[config.mk]
export PLATFORM = sky130hd
export DESIGN_NAME = egress_xlat_matcher
export DESIGN_NICKNAME = d
export VERILOG_FILES = /design/src/rtl/egx_pkg.sv /design/src/rtl/egx_win_regs.sv /design/src/rtl/egx_win_match.sv /design/src/rtl/egx_prio_pick.sv /design/src/rtl/egress_xlat_matcher.sv
export SDC_FILE = /design/constraint.sdc
export NUM_CORES = 2
export LEC_CHECK = 0
export BUFFER_PORTS_ARGS = -buffer_cell sky130_fd_sc_hd__buf_4
export CAP_MARGIN = 0
export CORE_UTILIZATION = 25
export CTS_CLUSTER_SIZE = 16
export DETAILED_ROUTE_END_ITERATION = 10
export PLACE_DENSITY = 0.42
export RECOVER_POWER = 50
export SLEW_MARGIN = 15
export SYNTH_ARGS = -nofsm -noshare
export SYNTH_HDL_FRONTEND = slang
export SYNTH_SLANG_ARGS = --single-unit
export TNS_END_PERCENT = 50
[constraint.sdc]
create_clock -name clk -period 6.25 [get_ports clk]
set_input_delay 0.625 -clock clk [delete_from_list [all_inputs] [get_ports clk]]
set_output_delay 0.625 -clock clk [all_outputs]
set_load 0.05 [all_outputs]
[src/rtl/egx_pkg.sv]
package egx_pkg;
  localparam int ADDR_W       = 64;
  localparam int GRANULE_BITS = 12;
  localparam int BASE_W       = ADDR_W - GRANULE_BITS;

  // register offsets inside one window's 32-byte slot
  localparam logic [4:0] OFF_SRC_LO = 5'h00;
  localparam logic [4:0] OFF_SRC_HI = 5'h04;
  localparam logic [4:0] OFF_CTRL   = 5'h08;
  localparam logic [4:0] OFF_DST_LO = 5'h10;
  localparam logic [4:0] OFF_DST_HI = 5'h14;

  typedef logic [2:0] attr_t; // {IDO, RO, NS}

  typedef struct packed {
    logic [3:0] wattr;
    logic [3:0] rattr;
    logic       ovr;
    logic [4:0] size;
    logic       en;
  } win_ctrl_t;

  function automatic logic [4:0] clamp_size(input logic [4:0] req, input logic [4:0] lim);
    return (req > lim) ? lim : req;
  endfunction

  function automatic win_ctrl_t unpack_ctrl(input logic [31:0] w, input logic [4:0] lim);
    win_ctrl_t c;
    c.en    = w[0];
    c.size  = clamp_size(w[20:16], lim);
    c.ovr   = w[23];
    c.rattr = w[27:24];
    c.wattr = w[31:28];
    return c;
  endfunction

  function automatic logic [31:0] pack_ctrl(input win_ctrl_t c);
    logic [31:0] r;
    r        = '0;
    r[0]     = c.en;
    r[20:16] = c.size;
    r[23]    = c.ovr;
    r[27:24] = c.rattr;
    r[31:28] = c.wattr;
    return r;
  endfunction

  // ones below bit 12+size
  function automatic logic [ADDR_W-1:0] span_mask(input logic [4:0] size);
    logic [6:0] sh;
    sh = 7'(GRANULE_BITS) + {2'b00, size};
    return (ADDR_W'(1) << sh) - ADDR_W'(1);
  endfunction

  function automatic logic [ADDR_W-1:0] base_full(input logic [BASE_W-1:0] b);
    return {b, {GRANULE_BITS{1'b0}}};
  endfunction

  function automatic logic window_hit(input logic [ADDR_W-1:0] addr,
                                      input logic [BASE_W-1:0] src,
                                      input win_ctrl_t c);
    return c.en && (((addr ^ base_full(src)) & ~span_mask(c.size)) == '0);
  endfunction

  function automatic logic [ADDR_W-1:0] xlate(input logic [ADDR_W-1:0] addr,
                                              input logic [BASE_W-1:0] dst,
                                              input logic [4:0] size);
    logic [ADDR_W-1:0] m;
    m = span_mask(size);
    return (base_full(dst) & ~m) | (addr & m);
  endfunction

  function automatic attr_t select_attr(input win_ctrl_t c, input logic is_wr, input attr_t permit);
    attr_t a;
    if (!c.ovr) a = '0;
    else        a = is_wr ? c.wattr[2:0] : c.rattr[2:0];
    return a & permit;
  endfunction
endpackage

[src/rtl/egx_win_regs.sv]
module egx_win_regs import egx_pkg::*; #(
  parameter int NUM_WIN  = 8,
  parameter int SIZE_MAX = 20,
  localparam int WIN_AW  = (NUM_WIN > 1) ? $clog2(NUM_WIN) : 1,
  localparam int REG_AW  = WIN_AW + 5
) (
  input  logic                            clk,
  input  logic                            rst_n,
  input  logic                            reg_we,
  input  logic [REG_AW-1:0]               reg_addr,
  input  logic [31:0]                     reg_wdata,
  output logic [31:0]                     reg_rdata,
  output logic [NUM_WIN-1:0][BASE_W-1:0]  src_base,
  output logic [NUM_WIN-1:0][BASE_W-1:0]  dst_base,
  output win_ctrl_t [NUM_WIN-1:0]         win_ctrl
);
  localparam logic [4:0] SIZE_LIM = 5'(SIZE_MAX);
  localparam int LO_W = 32 - GRANULE_BITS;

  logic [WIN_AW-1:0] win_idx;
  logic [4:0]        win_off;
  assign win_idx = reg_addr[REG_AW-1:5];
  assign win_off = reg_addr[4:0];

  for (genvar w = 0; w < NUM_WIN; w++) begin : g_win
    logic              sel;
    logic [BASE_W-1:0] src_q;
    logic [BASE_W-1:0] dst_q;
    win_ctrl_t         ctrl_q;

    assign sel = reg_we && (win_idx == WIN_AW'(w));

    always_ff @(posedge clk or negedge rst_n) begin
      if (!rst_n) begin
        src_q  <= '0;
        dst_q  <= '0;
        ctrl_q <= '0;
      end else if (sel) begin
        case (win_off)
          OFF_SRC_LO: src_q[LO_W-1:0]      <= reg_wdata[31:GRANULE_BITS];
          OFF_SRC_HI: src_q[BASE_W-1:LO_W] <= reg_wdata;
          OFF_CTRL:   ctrl_q               <= unpack_ctrl(reg_wdata, SIZE_LIM);
          OFF_DST_LO: dst_q[LO_W-1:0]      <= reg_wdata[31:GRANULE_BITS];
          OFF_DST_HI: dst_q[BASE_W-1:LO_W] <= reg_wdata;
          default: ;
        endcase
      end
    end

    assign src_base[w] = src_q;
    assign dst_base[w] = dst_q;
    assign win_ctrl[w] = ctrl_q;
  end

  always_comb begin
    reg_rdata = '0;
    if (int'(win_idx) < NUM_WIN) begin
      case (win_off)
        OFF_SRC_LO: reg_rdata = {src_base[win_idx][LO_W-1:0], {GRANULE_BITS{1'b0}}};
        OFF_SRC_HI: reg_rdata = src_base[win_idx][BASE_W-1:LO_W];
        OFF_CTRL:   reg_rdata = pack_ctrl(win_ctrl[win_idx]);
        OFF_DST_LO: reg_rdata = {dst_base[win_idx][LO_W-1:0], {GRANULE_BITS{1'b0}}};
        OFF_DST_HI: reg_rdata = dst_base[win_idx][BASE_W-1:LO_W];
        default:    reg_rdata = '0;
      endcase
    end
  end
endmodule

[src/rtl/egx_win_match.sv]
module egx_win_match import egx_pkg::*; #(
  parameter int NUM_WIN = 8
) (
  input  logic [ADDR_W-1:0]               req_addr,
  input  logic                            req_is_write,
  input  attr_t                           attr_permit,
  input  logic [NUM_WIN-1:0][BASE_W-1:0]  src_base,
  input  logic [NUM_WIN-1:0][BASE_W-1:0]  dst_base,
  input  win_ctrl_t [NUM_WIN-1:0]         win_ctrl,
  output logic [NUM_WIN-1:0]              win_hit,
  output logic [NUM_WIN-1:0][ADDR_W-1:0]  win_xaddr,
  output attr_t [NUM_WIN-1:0]             win_attr
);
  for (genvar w = 0; w < NUM_WIN; w++) begin : g_cmp
    assign win_hit[w]   = window_hit(req_addr, src_base[w], win_ctrl[w]);
    assign win_xaddr[w] = xlate(req_addr, dst_base[w], win_ctrl[w].size);
    assign win_attr[w]  = select_attr(win_ctrl[w], req_is_write, attr_permit);
  end
endmodule

[src/rtl/egx_prio_pick.sv]
module egx_prio_pick #(
  parameter int N = 8
) (
  input  logic [N-1:0] req,
  output logic [N-1:0] grant,
  output logic         any
);
  for (genvar i = 0; i < N; i++) begin : g_lane
    localparam logic [N-1:0] BELOW = (N'(1) << i) - N'(1);
    assign grant[i] = req[i] && ((req & BELOW) == '0);
  end
  assign any = |req;
endmodule

[src/rtl/egress_xlat_matcher.sv]
module egress_xlat_matcher import egx_pkg::*; #(
  parameter int NUM_WIN  = 8,
  parameter int SIZE_MAX = 20,
  localparam int WIN_AW  = (NUM_WIN > 1) ? $clog2(NUM_WIN) : 1,
  localparam int REG_AW  = WIN_AW + 5
) (
  input  logic              clk,
  input  logic              rst_n,
  input  logic              reg_we,
  input  logic [REG_AW-1:0] reg_addr,
  input  logic [31:0]       reg_wdata,
  output logic [31:0]       reg_rdata,
  input  logic [2:0]        attr_permit,
  input  logic              req_valid,
  input  logic              req_is_write,
  input  logic [63:0]       req_addr,
  output logic              rsp_valid,
  output logic              rsp_hit,
  output logic [63:0]       rsp_addr,
  output logic [2:0]        rsp_attr
);
  logic [NUM_WIN-1:0][BASE_W-1:0] src_base;
  logic [NUM_WIN-1:0][BASE_W-1:0] dst_base;
  win_ctrl_t [NUM_WIN-1:0]        win_ctrl;
  logic [NUM_WIN-1:0]             win_hit;
  logic [NUM_WIN-1:0]             win_pick;
  logic                           any_hit;
  logic [NUM_WIN-1:0][ADDR_W-1:0] win_xaddr;
  attr_t [NUM_WIN-1:0]            win_attr;
  logic [NUM_WIN-1:0][4:0]        win_size;
  logic [ADDR_W-1:0]              sel_addr;
  attr_t                          sel_attr;

  egx_win_regs #(.NUM_WIN(NUM_WIN), .SIZE_MAX(SIZE_MAX)) u_regs (
    .clk       (clk),
    .rst_n     (rst_n),
    .reg_we    (reg_we),
    .reg_addr  (reg_addr),
    .reg_wdata (reg_wdata),
    .reg_rdata (reg_rdata),
    .src_base  (src_base),
    .dst_base  (dst_base),
    .win_ctrl  (win_ctrl)
  );

  egx_win_match #(.NUM_WIN(NUM_WIN)) u_match (
    .req_addr     (req_addr),
    .req_is_write (req_is_write),
    .attr_permit  (attr_permit),
    .src_base     (src_base),
    .dst_base     (dst_base),
    .win_ctrl     (win_ctrl),
    .win_hit      (win_hit),
    .win_xaddr    (win_xaddr),
    .win_attr     (win_attr)
  );

  egx_prio_pick #(.N(NUM_WIN)) u_pick (
    .req   (win_hit),
    .grant (win_pick),
    .any   (any_hit)
  );

  for (genvar w = 0; w < NUM_WIN; w++) begin : g_size
    assign win_size[w] = win_ctrl[w].size;
  end

  // one-hot AND-OR select; a miss falls back to the raw address
  always_comb begin
    sel_addr = '0;
    sel_attr = '0;
    for (int w = 0; w < NUM_WIN; w++) begin
      sel_addr = sel_addr | ({ADDR_W{win_pick[w]}} & win_xaddr[w]);
      sel_attr = sel_attr | ({3{win_pick[w]}} & win_attr[w]);
    end
    if (!any_hit) sel_addr = req_addr;
  end

  always_ff @(posedge clk or negedge rst_n) begin
    if (!rst_n) begin
      rsp_valid <= 1'b0;
      rsp_hit   <= 1'b0;
      rsp_addr  <= '0;
      rsp_attr  <= '0;
    end else begin
      rsp_valid <= req_valid;
      rsp_hit   <= req_valid && any_hit;
      rsp_attr  <= req_valid ? sel_attr : 3'b000;
      if (req_valid) rsp_addr <= sel_addr;
    end
  end
endmodule

== Word level (Yosys, flattened, before mapping) ==
Index checks and enable logic that the tools add are counted.
Storage, ports and cells
  input port bits: 112
  output and inout port bits: 101
  word-level logic and storage cells: 307
  bits in registers: 1021
Operators by class
  eq/ne operators: 11
  reductions and logical operators: 82
  shift-type cells: 8
  $lt $le $gt $ge: 2
  muxes and demuxes: 26
  bitwise gates (word level): 86
  add/subtract/negate cells: 16
Operator list (number)
  $and 64x64->64: 32
  $or 64x64->64: 15
  $logic_not 64->1: 8
  $not 64->64: 8
  $shl 1x7->64 const A: 8
  $sub 64x2->64 const B: 8
  $xor 64x64->64: 8
  $bmux 52 s3: 2
  $pmux 32 s5: 1
  $mux 52: 2
  $reduce_and 2->1: 40
  $mux 64: 1
  $logic_not 8->1: 7
  $mux 3: 17
  $add 4x5->6 const A: 8
  $and 3x3->3: 16
  $bmux 15 s3: 1
  $logic_and 1x1->1: 24
  $or 3x3->3: 7
  $mux 15: 1
  $eq 3x3->1 const B: 4
  $eq 5x5->1 const B: 2
  $reduce_or 8->1: 1
  $eq 3x2->1 const B: 2
  8 further kinds: 8

== Logic depth before layout (Yosys ltp) ==
  depth after elaboration: 18
  depth in mapped cells: 28
  mapped depth without buffers: 20

== Cells and area by module ==
From an unflattened synthesis, not the netlist that was laid out.
Second synthesis, totals
  cell total of the unflattened synthesis: 7723
  area total of the unflattened synthesis: 76768.6 µm²
Modules (own cells, without submodules)
  egx_win_regs: cells each 2849, sequential area each 23822.8 µm², times used 1, area an instance 43439.2 µm²
  egx_win_match: cells each 4249, sequential area each 0.0 µm², times used 1, area an instance 27771.6 µm²
  egress_xlat_matcher: cells each 613, sequential area each 1726.7 µm², times used 1, area an instance 5461.5 µm²
  egx_prio_pick: cells each 12, sequential area each 0.0 µm², times used 1, area an instance 96.3 µm²

== Least setup slack after synthesis ==
OpenSTA, ideal clock, no wires.
  path kind: flip-flop to flip-flop
  start point: register u_regs.g_win[7].ctrl_q (netlist bit u_regs.win_ctrl[108])
  end point: register rsp_addr[43]
  period minus slack after synthesis: 5921 ps
  setup slack: 329 ps
  stages on the path, launching flop included: 28
  setup time: 131 ps
  required time: 6119 ps
  buffers on the path: 9
  data arrival time: 5790 ps
  path through: dfrtp_1 clkbuf_1 buf_1 clkinv_1 ha_1 clkbuf_1 clkbuf_1 or4b_2 nand2_1 nand3_1 ha_1 clkbuf_1 o31a_1 o21a_1 and4_1 clkbuf_1 buf_2 a21o_1 nand3_1 o2111ai_1 nor4_1 nand3_1 nor2_1 buf_2 buf_1 nand2_1 a311oi_1 a21oi_1
Between the ends
  cells in the longest elaborated chain, start to end: 11
  elaborated cells between the ends (all ways): 15
  classes of those cells: add/sub: 2; shift: 1; mux: 1; bitwise: 7; reduce/logical: 4
Ends and longest elaborated chain
  start, declared: line egx_win_regs.sv:29  | win_ctrl_t ctrl_q;
  start signal, assigned: line egx_win_regs.sv:42  | OFF_CTRL: ctrl_q <= unpack_ctrl(reg_wdata, SIZE_LIM);
  $add 4x5->6 *: line egx_pkg.sv:51  | sh = 7'(GRANULE_BITS) + {2'b00, size};
  $shl 1x7->64 *: line egx_pkg.sv:52  | return (ADDR_W'(1) << sh) - ADDR_W'(1);
  $sub 64x2->64 *: line egx_pkg.sv:52
  $not 64->64: line egx_pkg.sv:62, egx_pkg.sv:70
  $and 64x64->64: line egx_pkg.sv:62  | return c.en && (((addr ^ base_full(src)) & ~span_mask(c.size)) == '0);
  $logic_not 64->1: line egx_pkg.sv:62
  $logic_and 1x1->1: line egx_pkg.sv:62
  $logic_and 1x1->1: line egx_prio_pick.sv:10  | assign grant[i] = req[i] && ((req & BELOW) == '0);
  $and 64x64->64: line egress_xlat_matcher.sv:73  | sel_addr = sel_addr | ({ADDR_W{win_pick[w]}} & win_xaddr[w]);
  $or 64x64->64: line egress_xlat_matcher.sv:73
  $mux 64 *: line egress_xlat_matcher.sv:76  | if (!any_hit) sel_addr = req_addr;
  end signal, assigned: line egress_xlat_matcher.sv:89  | if (req_valid) rsp_addr <= sel_addr;
  end, declared: line egress_xlat_matcher.sv:19  | output logic [63:0] rsp_addr,
Mark *: on every way between the ends. The rest lies on a longest branch, timed or not.
A chain may end at the register's enable or synchronous reset.

== Final worst setup path ==
  start point: register u_regs.g_win[1].ctrl_q (netlist bit u_regs.win_ctrl[18])
  end point: register rsp_addr[30]
Between the ends
  cells in the longest elaborated chain, start to end: 17
  elaborated cells between the ends (all ways): 39
  classes of those cells: add/sub: 2; shift: 1; mux: 1; bitwise: 19; reduce/logical: 16
Ends and longest elaborated chain (line)
  start, declared: egx_win_regs.sv:29
  start signal, assigned: egx_win_regs.sv:42
  $add 4x5->6 *: egx_pkg.sv:51
  $shl 1x7->64 *: egx_pkg.sv:52
  $sub 64x2->64 *: egx_pkg.sv:52
  $not 64->64: egx_pkg.sv:62, egx_pkg.sv:70
  $and 64x64->64: egx_pkg.sv:62
  $logic_not 64->1: egx_pkg.sv:62
  $logic_and 1x1->1: egx_pkg.sv:62
  $logic_not 8->1 / $logic_and 1x1->1 (equally long branches): egx_prio_pick.sv:10
  $logic_and 1x1->1 / $and 64x64->64 (equally long branches): egx_prio_pick.sv:10, egress_xlat_matcher.sv:73
  $and 64x64->64 / $or 64x64->64 (equally long branches): egress_xlat_matcher.sv:73
  $or 64x64->64 (6 in series): egress_xlat_matcher.sv:73
  $mux 64 *: egress_xlat_matcher.sv:76
Marked as above.

==> summary.txt <==
Clock network
  • Clk slew on worst S/H paths: 0.06 ns
  • # clock sinks: 1021
  • Worst skew pair latency: 0.90 ns
  • Clk root buf: clkbuf_16
  • CTS max path bufs: 4
  • H-tree Lvls: 4
  • CTS tree: built
  • TritonCTS buffer count: 147

Global route
  • GRT Residual Overflow: 0
  • First-pass GRT wire length: 795900 µm
  • Largest net degree at the start of global routing: 135
  • Initial antenna violation count: 111
  • Number of global-route vias before repair: 72350
  • Total track usage: 39.80%

Synth
  • Register area share after synthesis: 33.76%
  • Cell variety after synth: 106
  • Top-area cell type share of the netlist area: 33.76%
  • Post-Synthesis Net Count: 7783
  • Post-Syn Area: 75670 µm²
  • Synth Flop Type: dfrtp_1
  • Area leader, netlist: dfrtp_1
  • Synth top area cells: dfrtp_1 34%, mux2_2 15%, mux4_2 7.1%
  • Register bit total from synthesis: 1021
  • Asr flop ratio synth: 100.0%
  • Cells after Synth: 7655
  • Syn avg cell area: 9.885 µm²
  • EDFF count, synth: 0
  • Synth Warn #: 0

Layout
  • Layout cells sized above 1: 33.80%
  • Most frequent cells in the layout: 1026 x mux2_2, 1020 x dfrtp_1, 1015 x buf_4
  • Fin nets: 8334
  • Most common cell after layout, fill and taps aside: mux2_2
  • Area growth, synth to finish: 22.13%
  • Final Instance Area: 92410 µm²

Floorplanning
  • Die area: 304900 µm²
  • Die W: 552.2 µm
  • I/O pin cnt: 213
  • CORE AREA: 300500 µm²
  • Die H: 552.2 µm
  • Starting density of the core: 25.18%
  • Num rows: 201

Setup path
  • Worst setup EP type: register
  • Crit path kind: reg -> reg
  • Critical Path Start Type: register
  • CP max FO: 9
  • Arrival @ worst endpoint: 7.28 ns
  • Critical Path RT: 7.05 ns

Placed design
  • Detail Placement HPWL: 505400 µm
  • Placed cell areas: 87250 µm²
  • GPL Wtd Cong: 1.105
  • Place WS: -0.9399 ns
  • I/O Buffers: 212

STA
  • Min Tclk post-route: 6.480 ns
  • Final setup margin: -0.2302 ns
  • Tightest Pin Transition: 4.969 ns
  • Layout Skew: 0.07051 ns
  • Count of final hold-check violations: 0
  • Tcrit/Tclk final: 103.7%
  • Slew HR: -231.3%
  • Final slew viol count: 383
  • Peak Freq: 154.3 MHz
  • Setup-failing EPs final: 38

Power and ir drop
  • Overall power: 23.41 mW
  • LEAKAGE: 39.90 nW
  • Power Density: 253.3 nW/µm²
  • VDD IR max: 0.1891 mV

Routing
  • Post-route DRC: 0
  • Via Count: 77510
  • Drt first pass iters: 8
  • Iteration-0 DRC Markers: 11580
  • Post-route ant nets: 0
  • Per-cell routed wire length: 50.83 µm
  • Post-detailed-route via-to-cell ratio: 6.283
  • Total Wirelength: 627000 µm

Job
  • MaxCap Viol Count: 5

Outcome
  • Status: finished with violations
  • Failing checks: max-capacitance violations, max-slew violations, negative setup slack

Worst hold path
  • Worst hold-check path type: in -> reg
-- flip-flops by register name (all words and copies together), names as in the netlist --
name / cells
rsp_addr: 64
rsp_attr: 3
rsp_hit: 1
rsp_valid: 1
u_regs.g_win.dst_q: 416
u_regs.g_win.src_q: 416
u_regs.win_ctrl: 120
-- per-stage QoR --
stage	std cells	setup TNS, ns	util [%]	hold slack (ns)
5_1_grt	12280	-0.01219	30.70	0.1478
3_3_place_gp	12010	-34.24	29.02	0.4820
6_report	12340	-2.836	30.75	0.1473
3_5_place_dp	12010	-33.28	29.03	0.4883
4_1_cts	12270	0	30.68	0.1165
2_1_floorplan	7655	0	-	0.3294
-- layer usage --
layer	part of all wire, %	GRT usage [%]	wire length, µm
met5	0.047	0	293
met4	6.7	22.75	41860
met3	10	11.82	64840
met2	41	56.33	256000
met1	42	53.40	264000
-- cells by family (layout without fill, tap and decap cells) --
family	Yosys count	count (layout)	synth area share (%)
XOR/XNOR	525	525	6.087
flip-flops	1021	1021	33.76
AO/OA/AOI/OAI	1670	1670	14.81
buffers and inverters	793	1452	4.132
multiplexers	1671	1671	27.74
AND/OR/NAND/NOR	1958	1958	13.19
other	0	64	0
adder cells (fa/ha/maj)	17	17	0.2778
-- where the power goes --
group | internal, mW | switching, mW | total (mW)
logic | 2.08 | 5.14 | 7.22
clock network | 5.09 | 3.74 | 8.83
registers | 6.94 | 0.415 | 7.36
-- what timing repair did --
item,CTS,global route
setup endpoints to repair,56,54
gates resized for setup,19,45
pin swaps,1,6
endpoints found under the hold margin,60,0
setup buffers,1,1
hold buffers,1,0
-- worst paths after layout --
path                                      from                   endpoint  slack [ns]  depth (start not counted)
max                        u_regs.win_ctrl[18]               rsp_addr[30]       -0.23                         18
min                              reg_wdata[16]  u_regs.g_win[0].src_q[36]        0.15                          2
max reg2reg                u_regs.win_ctrl[18]               rsp_addr[30]       -0.23                         18
min reg2reg                u_regs.win_ctrl[40]        u_regs.win_ctrl[40]        0.50                          1
max in group asynchronous                rst_n  u_regs.g_win[1].src_q[40]        0.59                          3
min in group asynchronous                rst_n  u_regs.g_win[4].src_q[19]        2.24                          2
-- critical path: stages (launching register included) --
cell and delay, ns:
dfrtp_1 0.42, inv_1 0.13, ha_1 0.55, buf_4 0.28, nand2b_1 0.25, o21ai_0 0.83
o2111ai_1 0.63, nor3_1 0.39, nand4_1 0.21, nor4_4 0.43, buf_4 0.19, nand4_1 0.11
or4_1 0.55, buf_4 0.25, nor3_2 0.43, buf_4 0.19, a311oi_1 0.07, o221a_2 0.32
a21oi_1 0.14
-- synth_stat cells (56+ instances only) --
master,number
a211oi_1,56
a21oi_1,323
a31oi_1,62
and3_1,57
buf_1,109
buf_2,72
clkbuf_1,528
dfrtp_1,1021
inv_1,71
mux2_2,1026
mux2i_1,407
mux4_2,238
nand2_1,502
nand2b_1,87
nand3_1,168
nand4_1,62
nor2_1,442
nor2b_1,74
nor3_1,162
o211ai_1,98
o21a_1,56
o21ai_0,362
o22ai_1,144
or3_1,63
xnor2_1,286
xor2_1,238
-- area by class of cell --
cell class,instances,area (µm²)
Fill cell,31470,208100
Multi-Input combinational cell,5841,47760
Sequential cell,1021,25550
Timing Repair Buffer,1121,8895
Tap cell,3958,4952
Clock buffer,202,4249
Clock inverter,55,564.3
Inverter,74,277.8
Antenna cell,64,160.2
No activity file was read; power rests on OpenSTA's default activity.
